<file path="config.mk">
export PLATFORM = sky130hd
export DESIGN_NAME = dic_top
export DESIGN_NICKNAME = d
export VERILOG_FILES = /design/src/rtl/dic_pkg.sv /design/src/rtl/dic_ctrl_reg.sv /design/src/rtl/dic_chan_flags.sv /design/src/rtl/dic_irq_gen.sv /design/src/rtl/dic_top.sv
export SDC_FILE = /design/constraint.sdc
export NUM_CORES = 1
export LEC_CHECK = 0
export ABC_CLOCK_PERIOD_IN_PS = 1200
export BUFFER_PORTS_ARGS = -buffer_cell sky130_fd_sc_hd__buf_2
export CELL_PAD_IN_SITES_DETAIL_PLACEMENT = 1
export CELL_PAD_IN_SITES_GLOBAL_PLACEMENT = 1
export CORE_AREA = 2 2 87 89
export CTS_BUF_LIST = sky130_fd_sc_hd__clkbuf_16
export CTS_CLUSTER_DIAMETER = 100
export DETAILED_ROUTE_END_ITERATION = 8
export DIE_AREA = 0 0 89 91
export GPL_TIMING_DRIVEN = 0
export PLACE_DENSITY_LB_ADDON = 0.2
export SYNTH_ARGS = -nofsm -noshare
export SYNTH_HDL_FRONTEND = slang
export SYNTH_SLANG_ARGS = --single-unit
</file>
<file path="constraint.sdc">
create_clock -name clk -period 1.2 [get_ports clk]
set_input_delay 0.06 -clock clk [delete_from_list [all_inputs] [get_ports clk]]
set_output_delay 0.06 -clock clk [all_outputs]
set_load 0.01 [all_outputs]
</file>
<file path="src/rtl/dic_pkg.sv">
package dic_pkg;
  localparam int NUM_CH      = 3;
  localparam int EV_W        = 6;
  localparam int DW          = 32;
  localparam int STAT_BASE   = 8;
  localparam int STAT_STRIDE = 8;

  localparam int EVI_EOF    = 0;
  localparam int EVI_UFLOW  = 1;
  localparam int EVI_ELINE  = 2;
  localparam int EVI_EFRAME = 3;
  localparam int EVI_EOLN   = 4;
  localparam int EVI_LOWBUF = 5;

  localparam int CB_PROF       = 0;
  localparam int CB_GEN_BASE   = 1;
  localparam int CB_EOF_BASE   = 7;
  localparam int CB_EOLN_BASE  = 8;
  localparam int CB_UFLOW_BASE = 13;
  localparam int CB_GLOBAL     = 31;

  function automatic int stat_pos(int ch, int ev);
    return STAT_BASE + STAT_STRIDE * ch + ev;
  endfunction

  function automatic logic [DW-1:0] ctrl_wmask();
    logic [DW-1:0] m;
    m = '0;
    m[CB_GLOBAL] = 1'b1;
    m[CB_PROF]   = 1'b1;
    for (int c = 0; c < NUM_CH; c++) begin
      m[CB_GEN_BASE + c]     = 1'b1;
      m[CB_EOF_BASE + 2*c]   = 1'b1;
      m[CB_EOLN_BASE + 2*c]  = 1'b1;
      m[CB_UFLOW_BASE + c]   = 1'b1;
    end
    return m;
  endfunction

  function automatic logic [DW-1:0] stat_flag_mask();
    logic [DW-1:0] m;
    m = '0;
    for (int c = 0; c < NUM_CH; c++)
      for (int e = 0; e < EV_W; e++)
        m[stat_pos(c, e)] = 1'b1;
    return m;
  endfunction
endpackage

</file>
<file path="src/rtl/dic_ctrl_reg.sv">
module dic_ctrl_reg
  import dic_pkg::*;
(
  input  logic              clk,
  input  logic              rst_n,
  input  logic              wr,
  input  logic [DW-1:0]     wdata,
  output logic [DW-1:0]     ctrl,
  output logic              glob_en,
  output logic              prof_en,
  output logic [NUM_CH-1:0] gen_en,
  output logic [NUM_CH-1:0] en_eof,
  output logic [NUM_CH-1:0] en_eoln,
  output logic [NUM_CH-1:0] en_uflow
);
  localparam logic [DW-1:0] WMASK = ctrl_wmask();

  logic [DW-1:0] ctrl_q;

  always_ff @(posedge clk) begin
    if (!rst_n)  ctrl_q <= '0;
    else if (wr) ctrl_q <= wdata & WMASK;
  end

  assign ctrl    = ctrl_q;
  assign glob_en = ctrl_q[CB_GLOBAL];
  assign prof_en = ctrl_q[CB_PROF];

  for (genvar c = 0; c < NUM_CH; c++) begin : g_dec
    assign gen_en[c]   = ctrl_q[CB_GEN_BASE + c];
    assign en_eof[c]   = ctrl_q[CB_EOF_BASE + 2*c];
    assign en_eoln[c]  = ctrl_q[CB_EOLN_BASE + 2*c];
    assign en_uflow[c] = ctrl_q[CB_UFLOW_BASE + c];
  end
endmodule

</file>
<file path="src/rtl/dic_chan_flags.sv">
module dic_chan_flags
  import dic_pkg::*;
(
  input  logic            clk,
  input  logic            rst_n,
  input  logic            latch_en,
  input  logic [EV_W-1:0] ev,
  input  logic [EV_W-1:0] clr,
  input  logic            clr_all,
  input  logic            en_eof,
  input  logic            en_uflow,
  input  logic            en_eoln,
  output logic [EV_W-1:0] flags,
  output logic            summary
);
  logic [EV_W-1:0] flags_q;
  logic [EV_W-1:0] drop;
  logic [EV_W-1:0] arrive;

  assign drop   = clr | {EV_W{clr_all}};
  assign arrive = ev & {EV_W{latch_en}};

  always_ff @(posedge clk) begin
    if (!rst_n) flags_q <= '0;
    else        flags_q <= (flags_q & ~drop) | arrive;
  end

  assign flags   = flags_q;
  assign summary = (flags_q[EVI_EOF]   & en_eof)
                 | (flags_q[EVI_UFLOW] & en_uflow)
                 | (flags_q[EVI_EOLN]  & en_eoln)
                 | flags_q[EVI_ELINE]
                 | flags_q[EVI_EFRAME];
endmodule

</file>
<file path="src/rtl/dic_irq_gen.sv">
module dic_irq_gen
  import dic_pkg::*;
(
  input  logic              clk,
  input  logic              rst_n,
  input  logic              prof_evt,
  input  logic              latch_en,
  input  logic              clr_all,
  input  logic              prof_en,
  input  logic [NUM_CH-1:0] summary,
  input  logic [NUM_CH-1:0] gen_en,
  output logic              prof_flag,
  output logic              irq
);
  logic prof_q;
  logic irq_q;

  always_ff @(posedge clk) begin
    if (!rst_n) begin
      prof_q <= 1'b0;
      irq_q  <= 1'b0;
    end else begin
      prof_q <= (prof_q & ~clr_all) | (prof_evt & latch_en);
      irq_q  <= (|(summary & gen_en)) | (prof_q & prof_en);
    end
  end

  assign prof_flag = prof_q;
  assign irq       = irq_q;
endmodule

</file>
<file path="src/rtl/dic_top.sv">
module dic_top
  import dic_pkg::*;
(
  input  logic              clk,
  input  logic              rst_n,
  input  logic              reg_wr,
  input  logic              reg_rd,
  input  logic              reg_addr,
  input  logic [DW-1:0]     reg_wdata,
  output logic [DW-1:0]     reg_rdata,
  input  logic [NUM_CH-1:0] evt_frame_end,
  input  logic [NUM_CH-1:0] evt_underflow,
  input  logic [NUM_CH-1:0] evt_line_early,
  input  logic [NUM_CH-1:0] evt_frame_early,
  input  logic [NUM_CH-1:0] evt_line_hit,
  input  logic [NUM_CH-1:0] evt_buf_low,
  input  logic              evt_profile,
  output logic              irq
);
  logic [DW-1:0]     ctrl_q;
  logic              glob_en, prof_en, prof_flag;
  logic [NUM_CH-1:0] gen_en, en_eof, en_eoln, en_uflow, summary;
  logic              wr_ctrl, wr_stat, clr_all;
  logic [DW-1:0]     status_v;
  logic [DW-1:0]     rdata_q;

  assign wr_ctrl = reg_wr & ~reg_addr;
  assign wr_stat = reg_wr &  reg_addr;
  assign clr_all = wr_stat & reg_wdata[0];

  dic_ctrl_reg u_ctrl (
    .clk(clk), .rst_n(rst_n), .wr(wr_ctrl), .wdata(reg_wdata),
    .ctrl(ctrl_q), .glob_en(glob_en), .prof_en(prof_en), .gen_en(gen_en),
    .en_eof(en_eof), .en_eoln(en_eoln), .en_uflow(en_uflow)
  );

  logic [EV_W-1:0] ch_flags [NUM_CH];

  for (genvar c = 0; c < NUM_CH; c++) begin : g_ch
    logic [EV_W-1:0] ev_c;
    logic [EV_W-1:0] clr_c;
    assign ev_c[EVI_EOF]    = evt_frame_end[c];
    assign ev_c[EVI_UFLOW]  = evt_underflow[c];
    assign ev_c[EVI_ELINE]  = evt_line_early[c];
    assign ev_c[EVI_EFRAME] = evt_frame_early[c];
    assign ev_c[EVI_EOLN]   = evt_line_hit[c];
    assign ev_c[EVI_LOWBUF] = evt_buf_low[c];
    assign clr_c = wr_stat ? reg_wdata[stat_pos(c, 0) +: EV_W] : '0;

    dic_chan_flags u_flags (
      .clk(clk), .rst_n(rst_n), .latch_en(glob_en), .ev(ev_c),
      .clr(clr_c), .clr_all(clr_all), .en_eof(en_eof[c]),
      .en_uflow(en_uflow[c]), .en_eoln(en_eoln[c]),
      .flags(ch_flags[c]), .summary(summary[c])
    );
  end

  always_comb begin
    status_v    = '0;
    status_v[0] = prof_flag;
    for (int c = 0; c < NUM_CH; c++) begin
      status_v[CB_GEN_BASE + c]          = summary[c];
      status_v[stat_pos(c, 0) +: EV_W]   = ch_flags[c];
    end
  end

  dic_irq_gen u_irq (
    .clk(clk), .rst_n(rst_n), .prof_evt(evt_profile), .latch_en(glob_en),
    .clr_all(clr_all), .prof_en(prof_en), .summary(summary),
    .gen_en(gen_en), .prof_flag(prof_flag), .irq(irq)
  );

  always_ff @(posedge clk) begin
    if (!rst_n)      rdata_q <= '0;
    else if (reg_rd) rdata_q <= reg_addr ? status_v : ctrl_q;
  end

  assign reg_rdata = rdata_q;
endmodule

</file>
==> impl_metrics.json <==
{
  "status": "complete, no violations",
  "io_buffers": 73,
  "num-nets-final": 477,
  "p_leak_nw": 1.52,
  "fp.dieW_um": 89,
  "setup_viol_count_final": 0,
  "clk_latency_ns": 0.33,
  "clock_sinks": 60,
  "synth_top_area_share_pct": 48.7,
  "synth_cells": 303,
  "cp-start-kind": "flip-flop",
  "worstSetupEndpointType": "flip-flop",
  "num_rows": 31,
  "avgSynthCellArea_sq_um": 8.15,
  "root_buffer": "clkbuf_16",
  "critPathArrivalTime_ns": 1.34,
  "rsz0062_at_grt": "true",
  "gp_congestion": 0.805,
  "postPlaceCellArea_sq_mm": 0.00298,
  "maxCapViolations": 0,
  "utilization_pct": 50.2,
  "area_delta_synth_final_pct": 45.2,
  "grt_pass1_vias": 2573,
  "crit_buf_inv": 0,
  "synth_cell_type_count": 24,
  "start_util_pct": 34.6,
  "ys_ff_latch": 60,
  "setup_ws_ns": 0.0591,
  "skew_ns": 0.00374,
  "drv_slew": 0,
  "vias": 2513,
  "vdd_ir_drop_max_uv": 729,
  "worstPathMaxFanout": 3,
  "synth.yosys.seq_area_share_pct": 48.7,
  "tightest_slew_ns": 0.536,
  "final-hold-violation-count": 0,
  "cpMaxStageDelayCell": "dfxtp_1",
  "antenna_found_initial": 0,
  "cts_tree": "built",
  "synth_area_leaders": "dfxtp_1, a21oi_1, nand2_1, nand2b_1, o21ai_0",
  "die_area_sq_mm": 0.00810,
  "cp_top_family": "compound AO/OA/AOI/OAI gates",
  "fin_crit_ns": 1.14,
  "vias_per_cell": 4.79,
  "layout_common_cells": "buf_2, dfxtp_1, a21oi_1",
  "path_class": "reg -> reg",
  "ys_warn_count": 0,
  "core_sq_mm": 0.00714,
  "syn_area_sq_mm": 0.00247,
  "remaining_drc_errors": 0,
  "place_hpwl_um": 5590,
  "drive_gt1_share_pct": 25.4,
  "clock_path_buffers": 2,
  "relSlewSlack_pct": 64.2,
  "clkTransAtPathRegs_ns": 0.05,
  "cts_buffers": 9,
  "ios": 89,
  "drt_pre_antenna_iters": 4,
  "overflow": 0,
  "htreeDepth": 3,
  "finalCritPeriodShare_pct": 95.1,
  "drt_iter0_markers": 68,
  "cp_cell_sequence": "a211o_1 > o31ai_2 > a21oi_1",
  "grt_usage_pct": 20.8,
  "synth_top_area_cell": "dfxtp_1",
  "crit_required_ns": 1.39,
  "diodes": 0,
  "routed_wl_um": 7920,
  "ant_nets": 0,
  "clock.fmax_ghz": 0.876,
  "pre_cts_slack_ns": 0.0164,
  "wl_per_cell_um": 15.1,
  "postLayoutCellArea_sq_mm": 0.00358,
  "power_per_cell_area_mw_per_mm2": 1480,
  "fp.dieH_um": 91,
  "grt_pass1_wl_um": 12800,
  "grt_max_degree": 11,
  "mostFrequentLayoutCell": "buf_2",
  "critPathMaxStageDelay_ns": 0.33,
  "hp-class": "in -> reg"
}
[per-layer routing]
metal,up-vias,track usage (%),part of all wire (%)
met1,1185,27.0,47
li1,1257,-,-
met2,63,33.6,48
met4,0,6.34,1.1
met5,-,0,0
met3,8,5.45,4.3
[cell type report]
type                       instances  area (sq um)
fill                             902          3550
sequential                        60          1200
multi-input combinational        218          1130
timing repair buffer             102           656
clock buffer                       9           225
buffer                            28           158
tap                               99           124
clock inverter                     7          82.6
inverter                           2          7.51
[sequential cells by signal, indices dropped and copies added (netlist names)]
signal	cells
reg_rdata	26
u_irq.irq	1
g_ch.u_flags.flags	18
u_irq.prof_flag	1
u_ctrl.ctrl	14
[kinds of logic (layout without fill, tap and decap cells)]
logic type             count (synthesis)  after routing  share of synthesized area [%]
AOI/OAI and AO/OA                     93             93                           21.3
buffers and inverters                 30            148                           6.69
DFF                                   60             60                           48.7
muxes                                  7              7                           2.84
other                                  1              6                          0.152
and+or+nand+nor                      112            112                           20.3
[path summary, 6_finish.rpt]
kind | from | to | slack, ns | cells past startpoint
min reg2reg | reg_rdata[26]$_SDFFE_PN0P_ | reg_rdata[26]$_SDFFE_PN0P_ | 0.46 | 2
max reg2reg | g_ch[0].u_flags.flags[1]$_SDFF_PN0_ | reg_rdata[1]$_SDFFE_PN0P_ | 0.06 | 3
max | g_ch[0].u_flags.flags[1]$_SDFF_PN0_ | reg_rdata[1]$_SDFFE_PN0P_ | 0.06 | 3
min | reg_wdata[1] | u_ctrl.ctrl[1]$_SDFFE_PN0P_ | 0.0005 | 3
[synthesized netlist by cell type]
master     n
a211o_1    3
a211oi_1   7
a21oi_1   51
a22o_1     3
a22oi_1    1
a41oi_1    1
buf_2      8
buf_4      7
buf_6      2
clkbuf_1  10
clkbuf_2   1
clkinv_1   1
conb_1     1
dfxtp_1   60
inv_1      1
mux2i_1    7
nand2_1   48
nand2b_1  20
nand3_1   17
nor2_1    26
nor2b_4    1
o21a_1     3
o21ai_0   21
o31ai_1    3
[what timing repair did]
action,CTS,global route
gates resized for setup,0,4
endpoints found under the hold margin,29,0
hold buffers,29,0
setup buffers,0,0
endpoints found under the setup margin,0,3
[where the power goes]
group | switching [W] | internal [W]
combinational | 0.000267 | 0.000250
clock | 0.000895 | 0.00179
sequential | 0.0000477 | 0.00206
[worst reg2reg max path, cell delays in order (launching register included)]
cell and delay (ns):
dfxtp_1 0.33, a211o_1 0.33, o31ai_2 0.25, a21oi_1 0.10
[per-stage QoR]
stage          cells  total power (W)  TNS [ns]  hold WS, ns
3_3_place_gp     480          0.00258         0        0.313
3_5_place_dp     480          0.00259         0        0.316
6_report         525          0.00531         0     0.000549
2_1_floorplan    308          0.00239         0        0.196
4_1_cts          525          0.00533         0     0.000613
5_1_grt          525          0.00550   -0.0105      0.00973
Power figures use the tool's default switching activity.
